## config.mk

```make
export PLATFORM = sky130hd
export DESIGN_NAME = can_mbuf_ctrl
export DESIGN_NICKNAME = d
export VERILOG_FILES = /design/src/rtl/can_mbuf_pkg.sv /design/src/rtl/mbuf_gate.sv /design/src/rtl/mbuf_flags.sv /design/src/rtl/mbuf_resp.sv /design/src/rtl/can_mbuf_ctrl.sv
export SDC_FILE = /design/constraint.sdc
export NUM_CORES = 1
export LEC_CHECK = 0
export BUFFER_PORTS_ARGS = -buffer_cell sky130_fd_sc_hd__buf_2
export CORE_AREA = 2 2 39 41
export CTS_CLUSTER_DIAMETER = 120
export DETAILED_ROUTE_END_ITERATION = 16
export DIE_AREA = 0 0 41 43
export PLACE_DENSITY = 0.59
export SLEW_MARGIN = 15
export SYNTH_ARGS = -nofsm -noshare
export SYNTH_HDL_FRONTEND = slang
export SYNTH_SLANG_ARGS = --single-unit
```

## constraint.sdc

```tcl
create_clock -name clk -period 1.75 [get_ports clk]
set_clock_uncertainty 0.2 [all_clocks]
set_input_delay 0.0875 -clock clk [delete_from_list [all_inputs] [get_ports clk]]
set_output_delay 0.0875 -clock clk [all_outputs]
set_load 0.01 [all_outputs]
```

## src/rtl/can_mbuf_pkg.sv

```systemverilog
package can_mbuf_pkg;
    localparam int FLAG_W = 6;

    localparam int B_DUPD = 0;
    localparam int B_TREQ = 1;
    localparam int B_RDY  = 2;
    localparam int B_INH  = 3;
    localparam int B_DIR  = 4;
    localparam int B_OVR  = 5;

    typedef struct packed {
        logic ovr_en;
        logic dir_tx;
        logic tx_inh;
        logic rdy;
        logic treq;
        logic dupd;
    } mbuf_flags_t;
endpackage

```

## src/rtl/mbuf_gate.sv

```systemverilog
module mbuf_gate
    import can_mbuf_pkg::*;
(
    input  logic        clk,
    input  logic        rst_n,
    input  mbuf_flags_t flags,
    output logic        tx_elig,
    output logic        rtr_elig,
    output logic        store_ok
);
    logic send_armed;

    always_comb begin
        send_armed = flags.rdy && flags.treq;
        tx_elig    = flags.dir_tx && send_armed && flags.dupd && !flags.tx_inh;
        rtr_elig   = !flags.dir_tx && send_armed;
        store_ok   = !flags.dir_tx && (flags.ovr_en || !flags.dupd);
    end


    property elig_excl_p;
        @(posedge clk) disable iff (!rst_n) !(tx_elig && rtr_elig);
    endproperty
    elig_excl_chk: assert property (elig_excl_p);


    property store_rx_only_p;
        @(posedge clk) disable iff (!rst_n) store_ok |-> !tx_elig;
    endproperty
    store_rx_only_chk: assert property (store_rx_only_p);
endmodule

```

## src/rtl/mbuf_flags.sv

```systemverilog
module mbuf_flags
    import can_mbuf_pkg::*;
(
    input  logic              clk,
    input  logic              rst_n,
    input  logic              host_we,
    input  logic [FLAG_W-1:0] host_wstrb,
    input  logic [FLAG_W-1:0] host_wdata,
    input  logic              store_ok,
    input  logic              eng_store_done,
    input  logic              eng_tx_done,
    input  logic              eng_crst,
    output mbuf_flags_t       flags_q
);
    mbuf_flags_t       flags_d;
    logic [FLAG_W-1:0] cur_bits;
    logic [FLAG_W-1:0] nxt_bits;
    logic              host_treq_wr;
    logic              eng_set;

    always_comb begin
        cur_bits     = flags_q;
        nxt_bits     = cur_bits;
        host_treq_wr = host_we && host_wstrb[B_TREQ];
        eng_set      = eng_store_done && store_ok;

        if (host_we) begin
            for (int i = 0; i < FLAG_W; i++) begin
                if (host_wstrb[i]) begin
                    if (i == B_DUPD && !flags_q.dir_tx) begin
                        if (!host_wdata[i]) nxt_bits[i] = 1'b0;
                    end else begin
                        nxt_bits[i] = host_wdata[i];
                    end
                end
            end
        end

        if (eng_tx_done && flags_q.dir_tx && !host_treq_wr)
            nxt_bits[B_TREQ] = 1'b0;

        if (eng_set)
            nxt_bits[B_DUPD] = 1'b1;

        if (eng_crst)
            nxt_bits[B_DUPD] = 1'b0;

        flags_d = nxt_bits;
    end

    always_ff @(posedge clk or negedge rst_n) begin
        if (!rst_n) flags_q <= '0;
        else        flags_q <= flags_d;
    end


    property dupd_clear_src_p;
        @(posedge clk) disable iff (!rst_n)
            $fell(flags_q.dupd) |->
            $past(eng_crst || (host_we && host_wstrb[B_DUPD] && !host_wdata[B_DUPD]));
    endproperty
    dupd_clear_src_chk: assert property (dupd_clear_src_p);


    property rx_no_host_set_p;
        @(posedge clk) disable iff (!rst_n)
            (!flags_q.dir_tx && !flags_q.dupd && !eng_store_done && host_we) |=> !flags_q.dupd;
    endproperty
    rx_no_host_set_chk: assert property (rx_no_host_set_p);


    property eng_set_wins_p;
        @(posedge clk) disable iff (!rst_n)
            (eng_store_done && store_ok && !eng_crst) |=> flags_q.dupd;
    endproperty
    eng_set_wins_chk: assert property (eng_set_wins_p);


    property txdone_clr_p;
        @(posedge clk) disable iff (!rst_n)
            (eng_tx_done && flags_q.dir_tx && !(host_we && host_wstrb[B_TREQ])) |=> !flags_q.treq;
    endproperty
    txdone_clr_chk: assert property (txdone_clr_p);
endmodule

```

## src/rtl/mbuf_resp.sv

```systemverilog
module mbuf_resp (
    input  logic clk,
    input  logic rst_n,
    input  logic store_req,
    input  logic store_ok,
    output logic store_grant,
    output logic store_rej
);
    typedef struct packed {
        logic grant;
        logic rej;
    } resp_t;

    resp_t resp_d, resp_q;

    always_comb begin
        resp_d.grant = store_req && store_ok;
        resp_d.rej   = store_req && !store_ok;
    end

    always_ff @(posedge clk or negedge rst_n) begin
        if (!rst_n) resp_q <= '0;
        else        resp_q <= resp_d;
    end

    assign store_grant = resp_q.grant;
    assign store_rej   = resp_q.rej;


    property resp_excl_p;
        @(posedge clk) disable iff (!rst_n) !(store_grant && store_rej);
    endproperty
    resp_excl_chk: assert property (resp_excl_p);


    property resp_after_req_p;
        @(posedge clk) disable iff (!rst_n) (store_grant || store_rej) |-> $past(store_req);
    endproperty
    resp_after_req_chk: assert property (resp_after_req_p);
endmodule

```

## src/rtl/can_mbuf_ctrl.sv

```systemverilog
module can_mbuf_ctrl
    import can_mbuf_pkg::*;
(
    input  logic              clk,
    input  logic              rst_n,
    input  logic              host_we,
    input  logic [FLAG_W-1:0] host_wstrb,
    input  logic [FLAG_W-1:0] host_wdata,
    output logic [FLAG_W-1:0] host_rdata,
    input  logic              store_req,
    input  logic              eng_store_done,
    input  logic              eng_tx_done,
    input  logic              eng_crst,
    output logic              tx_elig,
    output logic              rtr_elig,
    output logic              store_grant,
    output logic              store_rej
);
    mbuf_flags_t flags;
    logic        store_ok;

    mbuf_flags u_flags (
        .clk            (clk),
        .rst_n          (rst_n),
        .host_we        (host_we),
        .host_wstrb     (host_wstrb),
        .host_wdata     (host_wdata),
        .store_ok       (store_ok),
        .eng_store_done (eng_store_done),
        .eng_tx_done    (eng_tx_done),
        .eng_crst       (eng_crst),
        .flags_q        (flags)
    );

    mbuf_gate u_gate (
        .clk      (clk),
        .rst_n    (rst_n),
        .flags    (flags),
        .tx_elig  (tx_elig),
        .rtr_elig (rtr_elig),
        .store_ok (store_ok)
    );

    mbuf_resp u_resp (
        .clk         (clk),
        .rst_n       (rst_n),
        .store_req   (store_req),
        .store_ok    (store_ok),
        .store_grant (store_grant),
        .store_rej   (store_rej)
    );

    assign host_rdata = flags;


    property rd_stable_idle_p;
        @(posedge clk) disable iff (!rst_n)
            (!host_we && !eng_store_done && !eng_tx_done && !eng_crst) |=> $stable(host_rdata);
    endproperty
    rd_stable_idle_chk: assert property (rd_stable_idle_p);
endmodule

```

---- Word-level counts from Yosys, hierarchy flattened ----
Cells that the tools add are included.
storage, ports and cells
  output and inout port bits .............. 10
  word-level logic and storage cells ...... 45
  bits in registers ....................... 8
  bits of input ports ..................... 19
cells by class
  equality and inequality tests ........... 1
  reduce and logical (&&, ||, !) cells .... 28
  multiplexer cells ....................... 8
operators with widths
  operator                                                                 number
  1-bit logical AND                                                        12
  2-bit AND reduction                                                      5
  1-bit two-way mux                                                        7
  3-bit nonzero test                                                       2
  1-bit logical NOT                                                        5
  4-bit by 1-bit inequality test with 1-bit output, second input constant  1
  2-bit nonzero test                                                       2
  3-bit AND reduction                                                      1
  2-bit two-way mux                                                        1
  1-bit logical OR                                                         1

---- Logic depth before layout (Yosys ltp) ----
Gate-level depths: netlist of run 1.
  depth in word-level cells ............... 6
  gate-level depth with buffers ........... 4
  mapped depth without buffers ............ 3

---- Modules after synthesis ----
Synthesis of run 1 repeated with hierarchy kept, for this count alone.
second synthesis, totals
  cell total of the unflattened synthesis .. 31
  area total of the unflattened synthesis .. 379.1 µm²
modules (own cells, without submodules)
  module      seq. area each (µm²)  times used  cells an instance  area an instance (µm²)
  mbuf_flags  150.1                 1           21                 282.8
  mbuf_resp   50.0                  1           4                  66.3
  mbuf_gate   0.0                   1           6                  30.0

---- Worst setup path before layout of run 1 ----
Ideal clock, no wire load.
  path type ............................... register -> register
  from .................................... reg u_flags.flags_q[4] (netlist name)
  to ...................................... reg u_flags.flags_q[0] (netlist name)
  period minus slack after synthesis ...... 1.175 ns
  data arrival time ....................... 0.853 ns
  path buffers ............................ 0
  stages on the path, launching flop included .. 3
  data required time ...................... 1.428 ns
  library setup time ...................... 0.122 ns
  slack ................................... 0.575 ns
  cell sequence ........................... dfrtp_1 > a31o_1 > a32o_1
on the way
  longest elaborated chain between the ends .. 5
  elaborated cells between the ends (all ways) .. 12
  those cells by class .................... eq/ne: 1; mux: 5; reduce/logical: 6
ends and longest elaborated chain
  what                                                      line                                text
  start, declared                                           mbuf_flags.sv:13                    output mbuf_flags_t flags_q
  start signal, assigned                                    mbuf_flags.sv:53                    else flags_q <= flags_d;
  1-bit two-way mux or 1-bit logical NOT (tied branches)    mbuf_flags.sv:30, mbuf_gate.sv:17
  1-bit two-way mux or 1-bit logical AND (tied branches)    mbuf_flags.sv:29, mbuf_gate.sv:17
  2-bit two-way mux or 1-bit logical AND (tied branches)    mbuf_flags.sv:27, mbuf_flags.sv:25
  1-bit two-way mux (tied with other cells)                 mbuf_flags.sv:42                    if (eng_set)
  1-bit two-way mux or 3-bit AND reduction (tied branches)  -
Parallel ways exist; a longest one is shown, timed or not. The select of a mux whose other input is x is not followed.
A chain may end at the register's enable or synchronous reset.

---- Final worst setup path of run 1 ----
Same ends and word-level chain as after synthesis.

==> results of run 1 <==
-- cell type report --
type                            instances  area share [%]
Multi-Input combinational cell         23            19.7
Inverter                                3            1.58
Clock buffer                            3            3.17
Tap cell                               16            2.82
Sequential cell                         8            28.3
Timing Repair Buffer                   46            44.4
-- what timing repair did --
action                     CTS  global route
hold endpoints to repair    16             0
resized for setup            0             1
setup buffers                0             2
setup endpoints to repair    0             1
hold buffers                16             0
-- kinds of logic after synthesis --
logic type,after synthesis
flops,8
compound gates,4
buf+inv,4
mux,4
simple gates,15
-- worst min-delay path by stage --
stage	startpoint	to	slack (ns)	cells after the start
global placement	rst_n	u_flags.flags_q[3]$_DFFE_PN0P_	-0.26	1
floorplan	rst_n	u_flags.flags_q[0]$_DFFE_PN0P_	-0.41	0
finish	rst_n	u_flags.flags_q[5]$_DFFE_PN0P_	0.01	2
global route	rst_n	u_resp.store_grant$_DFF_PN0_	0.02	2
detailed placement	rst_n	u_resp.store_grant$_DFF_PN0_	-0.26	1
CTS	rst_n	u_resp.store_grant$_DFF_PN0_	0.003	2
-- per-layer routing --
layer / GRT usage [%] / up-vias / wire length, µm
met5: 0 / - / 0
met4: 10.0 / 0 / 11
met3: 4.71 / 2 / 89
met2: 20.9 / 18 / 596
met1: 12.1 / 205 / 389
li1: - / 216 / -
-- metrics by stage --
step	std cells	hold WS, ns	setup slack (ns)
3_3_place_gp	78	-0.257	0.600
3_5_place_dp	78	-0.264	0.581
6_report	99	0.00955	0.0483
4_1_cts	97	0.00349	0.0273
5_1_grt	99	0.0193	0.0218
2_1_floorplan	35	-0.408	0.575
-- cell usage after synthesis (all sizes together) --
| master | instances |
|---|---|
| inv | 3 |
| nor2 | 1 |
| a32o | 1 |
| nand2 | 9 |
| and2 | 1 |
| nand3 | 2 |
| nor2b | 1 |
| a31o | 1 |
| nor3 | 1 |
| a21oi | 1 |
| buf | 1 |
| dfrtp | 8 |
| mux2 | 4 |
| a31oi | 1 |
-- sequential cells by signal, summed over array words and instances, names as in the netlist --
name / flops
u_resp.store_grant: 1
u_resp.store_rej: 1
u_flags.flags_q: 6
-- report_power, final --
group / switching (mW) / leakage [nW] / internal [mW]
Sequential: 0.0176 / 0.0974 / 0.211
Combinational: 0.0662 / 0.262 / 0.103
Clock: 0.0573 / 0.0138 / 0.0781
-- critical path, cell delays in order, from the launching register on --
cell and delay (ns):
dfrtp_2 0.42, a31o_1 0.23, a32o_1 0.19, dlygate4sd3_1 0.55
==> summary.txt, run 1 <==
DR DRC count: 0
Compound-Gate Fraction of Synth Area: 8.28%
synthesized area per cell: 10.4 µm²
Lkg Pwr: 0.373 nW
core box area: 1380 µm²
Req. time, crit path: 1.68 ns
Fmax achieved: 588 MHz
power per cell area: 751 nW/µm²
antenna cells: 0
Syn. warnings: 0
most common cell after layout, fill and taps aside: buf_2
total CTS buffers: 3
Avg Vias per Cell: 4.45
share of cells above drive strength 1: 45.8%
critical path class: reg2reg
area occupied by multi-input gates: 140 µm²
global-route wire length before repair: 1440 µm
startpoint class of the critical path: flop
Initial Util: 26.2%
Placer Congestion: 0.627
die width: 41 µm
RSZ-0062 raised after global routing: no
Pwr Total: 0.534 mW
max-cap viol count: 0
setup TNS: 0 ns
max-slew violation count: 0
Post-Syn Area: 363 µm²
storage element area: 201 µm²
end of the worst register-to-register path: u_flags.flags_q[0]$_DFFE_PN0P_
part of the cycle the worst path needs: 97.2%
Final Critical Period: 1.70 ns
library cells used by synthesis: 14
Overflow after GRT: 0
drt total wl: 1090 µm
Initial DRC Count: 4
Final nets: 104
CTS clk-pin slew, worst paths: 0.05 ns
worst r2r path cells: 3
commonest cells after routing, fill and taps aside: buf_2, dlygate4sd3_1, nand2_1, dfrtp_1, mux2_2
H-tree level count: 1
Fillers: 134
post-synthesis mux area share: 12.4%
drt first pass iters: 4
largest family of logic cells by synthesized area: simple AND/OR/NAND/NOR gates
reg-to-reg startpoint: u_flags.flags_q[4]$_DFFE_PN0P_
cell type with the largest total area after synthesis: dfrtp_1
initial antenna violation count: 0
Routed WL per cell: 11.0 µm
#FFs+latches synth: 8
port bufs: 28
critical-path maximum fanout: 4
# rows: 14
Worst R2R Setup Slack: 0.05 ns
xor-xnor portion of the synthesized cell area: 0%
DP Area: 512 µm²
Setup crit end kind: flop
post-synthesis simple-gate area fraction: 17.9%
Synth Area in Adders: 0%
Peak VDD IR: 304 µV
final setup vio count: 0
clock latency at the later pin of the worst-skew pair: 0.25 ns
clk sink count: 8
Worst Tran Pin Value: 0.217 ns
max_slew headroom: 85.5%
via count of the routed design: 441
Final Util: 51.4%
register area share after synthesis: 55.2%
top cell type's share of synthesized area: 55.2%
Setup crit start: u_flags.flags_q[4]$_DFFE_PN0P_
Area Overhead vs Synth: 95.9%
clk buf depth: 2
largest net degree at the start of global routing: 9
Clock Tree Root: clkbuf_4
Synth area leaders: dfrtp_1, mux2_2, nand2_1, buf_6, inv_1
Worst Hold Class: in2async
Synth Instances: 35
number of global-route vias before repair: 387
outcome: completed
Ports: 29
post-synth net total: 54
endpoints failing hold: 0
Die Y-Extent: 43 µm
GR Util All Layers: 12.9%
DRT antenna net count: 0
CP Capture Point: u_flags.flags_q[0]$_DFFE_PN0P_
hpwl dp: 689 µm
full die area: 1760 µm²
CTS tree: yes
data arrival time of the critical path: 1.63 ns
final instance area: 711 µm²
(Power assumes the default switching activity.)
==> run 2, diff against run 1 <==
Clock period 1.75 ns to 1.85 ns, I/O delays scaled along.
==> summary.txt, run 2 (synthesis results as in run 1) <==
Area Overhead vs Synth: 91.4%
Setup WS pre-CTS: 0.683 ns (+0.102 ns)
Placer Congestion: 0.626 (-0.16%)
hpwl dp: 741 µm (+7.5%)
# rows: 14 (unchanged)
Die Y-Extent: 43 µm (unchanged)
Fillers: 128 (-4.5%)
H-tree level count: 1 (unchanged)
Peak VDD IR: 279 µV (-8.2%)
max-slew violation count: 0 (unchanged)
CP delay by family, top: buffers and inverters
Fmax achieved: 581 MHz (-1.1%)
CTS clk-pin slew, worst paths: 0.05 ns (about the same)
endpoints failing hold: 0 (unchanged)
critical path class: reg2reg
Crit path largest cell delay: 0.55 ns (about the same)
DR DRC count: 0 (unchanged)
part of the cycle the worst path needs: 93.0% (-4.2 points)
max_slew headroom: 84.6% (-0.98 points)
Routed WL per cell: 10.5 µm (-4.2%)
Largest Register: u_flags.flags_q
share of cells above drive strength 1: 43.2% (-2.6 points)
critical-path maximum fanout: 7 (+3)
Initial DRC Count: 3 (-1)
CP Cell Sequence: a31o_1 > a32o_1 > dlygate4sd3_1
metal1 wirelength: 383 µm (-1.5%)
Lkg Pwr: 0.364 nW (-2.3%)
full die area: 1760 µm² (unchanged)
Setup crit end kind: flop
data arrival time of the critical path: 1.65 ns (+0.02 ns)
commonest cells after routing, fill and taps aside: buf_2, dlygate4sd3_1, nand2_1, dfrtp_1, mux2_2
max reg flops: 6 (unchanged)
number of global-route vias before repair: 396 (+2.3%)
worst r2r path cells: 3 (unchanged)
CTS tree: yes
clk buf depth: 2 (unchanged)
final setup vio count: 0 (unchanged)
Final Critical Period: 1.72 ns (+0.0193 ns)
Final nets: 102 (-1.9%)
Ports: 29 (unchanged)
largest net degree at the start of global routing: 9 (unchanged)
RSZ-0062 raised after global routing: no
Initial Util: 26.2% (unchanged)
global-route wire length before repair: 1490 µm (+3.8%)
Clock Tree Root: clkbuf_4
wire length on met3: 101 µm (+13%)
reg-to-reg startpoint: u_flags.flags_q[4]$_DFFE_PN0P_
drt first pass iters: 4 (unchanged)
Req. time, crit path: 1.78 ns (+0.10 ns)
Avg Vias per Cell: 4.40 (-1.2%)
Critical-path top delay cell: dlygate4sd3_1
DRT antenna net count: 0 (unchanged)
Inst Count DP: 78 (unchanged)
Overflow after GRT: 0 (unchanged)
area occupied by multi-input gates: 140 µm² (unchanged)
via count of the routed design: 427 (-3.2%)
post-route insts no fill: 97 (-2.0%)
startpoint class of the critical path: flop
Buf+Inv Stages, Crit Path: 1 (unchanged)
initial antenna violation count: 0 (unchanged)
antenna cells: 0 (unchanged)
die width: 41 µm (unchanged)
clock latency at the later pin of the worst-skew pair: 0.25 ns (about the same)
total CTS buffers: 3 (unchanged)
core box area: 1380 µm² (unchanged)
Worst R2R Setup Slack: 0.13 ns (+0.08 ns)
most common cell after layout, fill and taps aside: buf_2
max-cap viol count: 0 (unchanged)
drt total wl: 1020 µm (-6.2%)
storage element area: 200 µm² (-0.62%)
clk sink count: 8 (unchanged)
Worst Hold Class: in2async
met2 wire len: 520 µm (-13%)
Pwr Total: 0.495 mW (-7.3%)
Setup WS post-layout: 0.129 ns (+0.0807 ns)
max layer used: met4
Worst Tran Pin Value: 0.232 ns (+0.0148 ns)
power per cell area: 712 nW/µm² (-5.1%)
port bufs: 28 (unchanged)
outcome: completed
GR Util All Layers: 13.0% (+0.11 points)
setup TNS: 0 ns (unchanged)
end of the worst register-to-register path: u_flags.flags_q[0]$_DFFE_PN0P_
## run 2: worst max path at each step
stage                                         from                        endpoint  slack (ns)  cells after the start
global route        u_flags.flags_q[4]$_DFFE_PN0P_  u_flags.flags_q[0]$_DFFE_PN0P_        0.05                      3
finish              u_flags.flags_q[4]$_DFFE_PN0P_  u_flags.flags_q[0]$_DFFE_PN0P_        0.13                      3
CTS                 u_flags.flags_q[4]$_DFFE_PN0P_  u_flags.flags_q[0]$_DFFE_PN0P_        0.12                      3
floorplan           u_flags.flags_q[4]$_DFFE_PN0P_  u_flags.flags_q[0]$_DFFE_PN0P_        0.67                      2
global placement    u_flags.flags_q[4]$_DFFE_PN0P_  u_flags.flags_q[0]$_DFFE_PN0P_        0.70                      2
detailed placement  u_flags.flags_q[4]$_DFFE_PN0P_  u_flags.flags_q[0]$_DFFE_PN0P_        0.68                      2
## run 2: per-layer routing
layer  track usage, %  vias to the layer above
li1                 -                      210
met1             11.5                      194
met2             22.8                       21
met3             4.71                        2
met4             8.00                        0
met5                0                        -
## run 2: worst reg2reg max path, cell delays in order (launching register included)
cell	delay, ns
dfrtp_1	0.43
a31o_1	0.24
a32o_1	0.19
dlygate4sd3_1	0.55
## run 2: layout make-up
cell class	instances	area share, %
Timing Repair Buffer	44	43.2
Sequential cell	8	28.8
Inverter	3	1.62
Tap cell	16	2.88
Multi-Input combinational cell	23	20.2
Clock buffer	3	3.24
## run 2: repair_timing
action,in CTS,in global routing
hold endpoints to repair,16,0
hold buffers,16,0
gates resized for setup,0,0
buffers inserted,0,0
## run 2: per-stage QoR
stage                     cell area [µm²]  utilization [%]  hold slack [ns]
final                                 694             50.2           0.0115
after global routing                  694             50.2           0.0282
after CTS                             694             50.2           0.0132
after detailed placement              512             37.0           -0.258
after global placement                512             37.0           -0.253
after floorplan                       363                -           -0.403
## run 2: power by group
group          leakage, nW  internal, mW  switching (mW)
Clock               0.0138        0.0740          0.0559
Combinational        0.252        0.0900          0.0575
Sequential          0.0985         0.199          0.0182
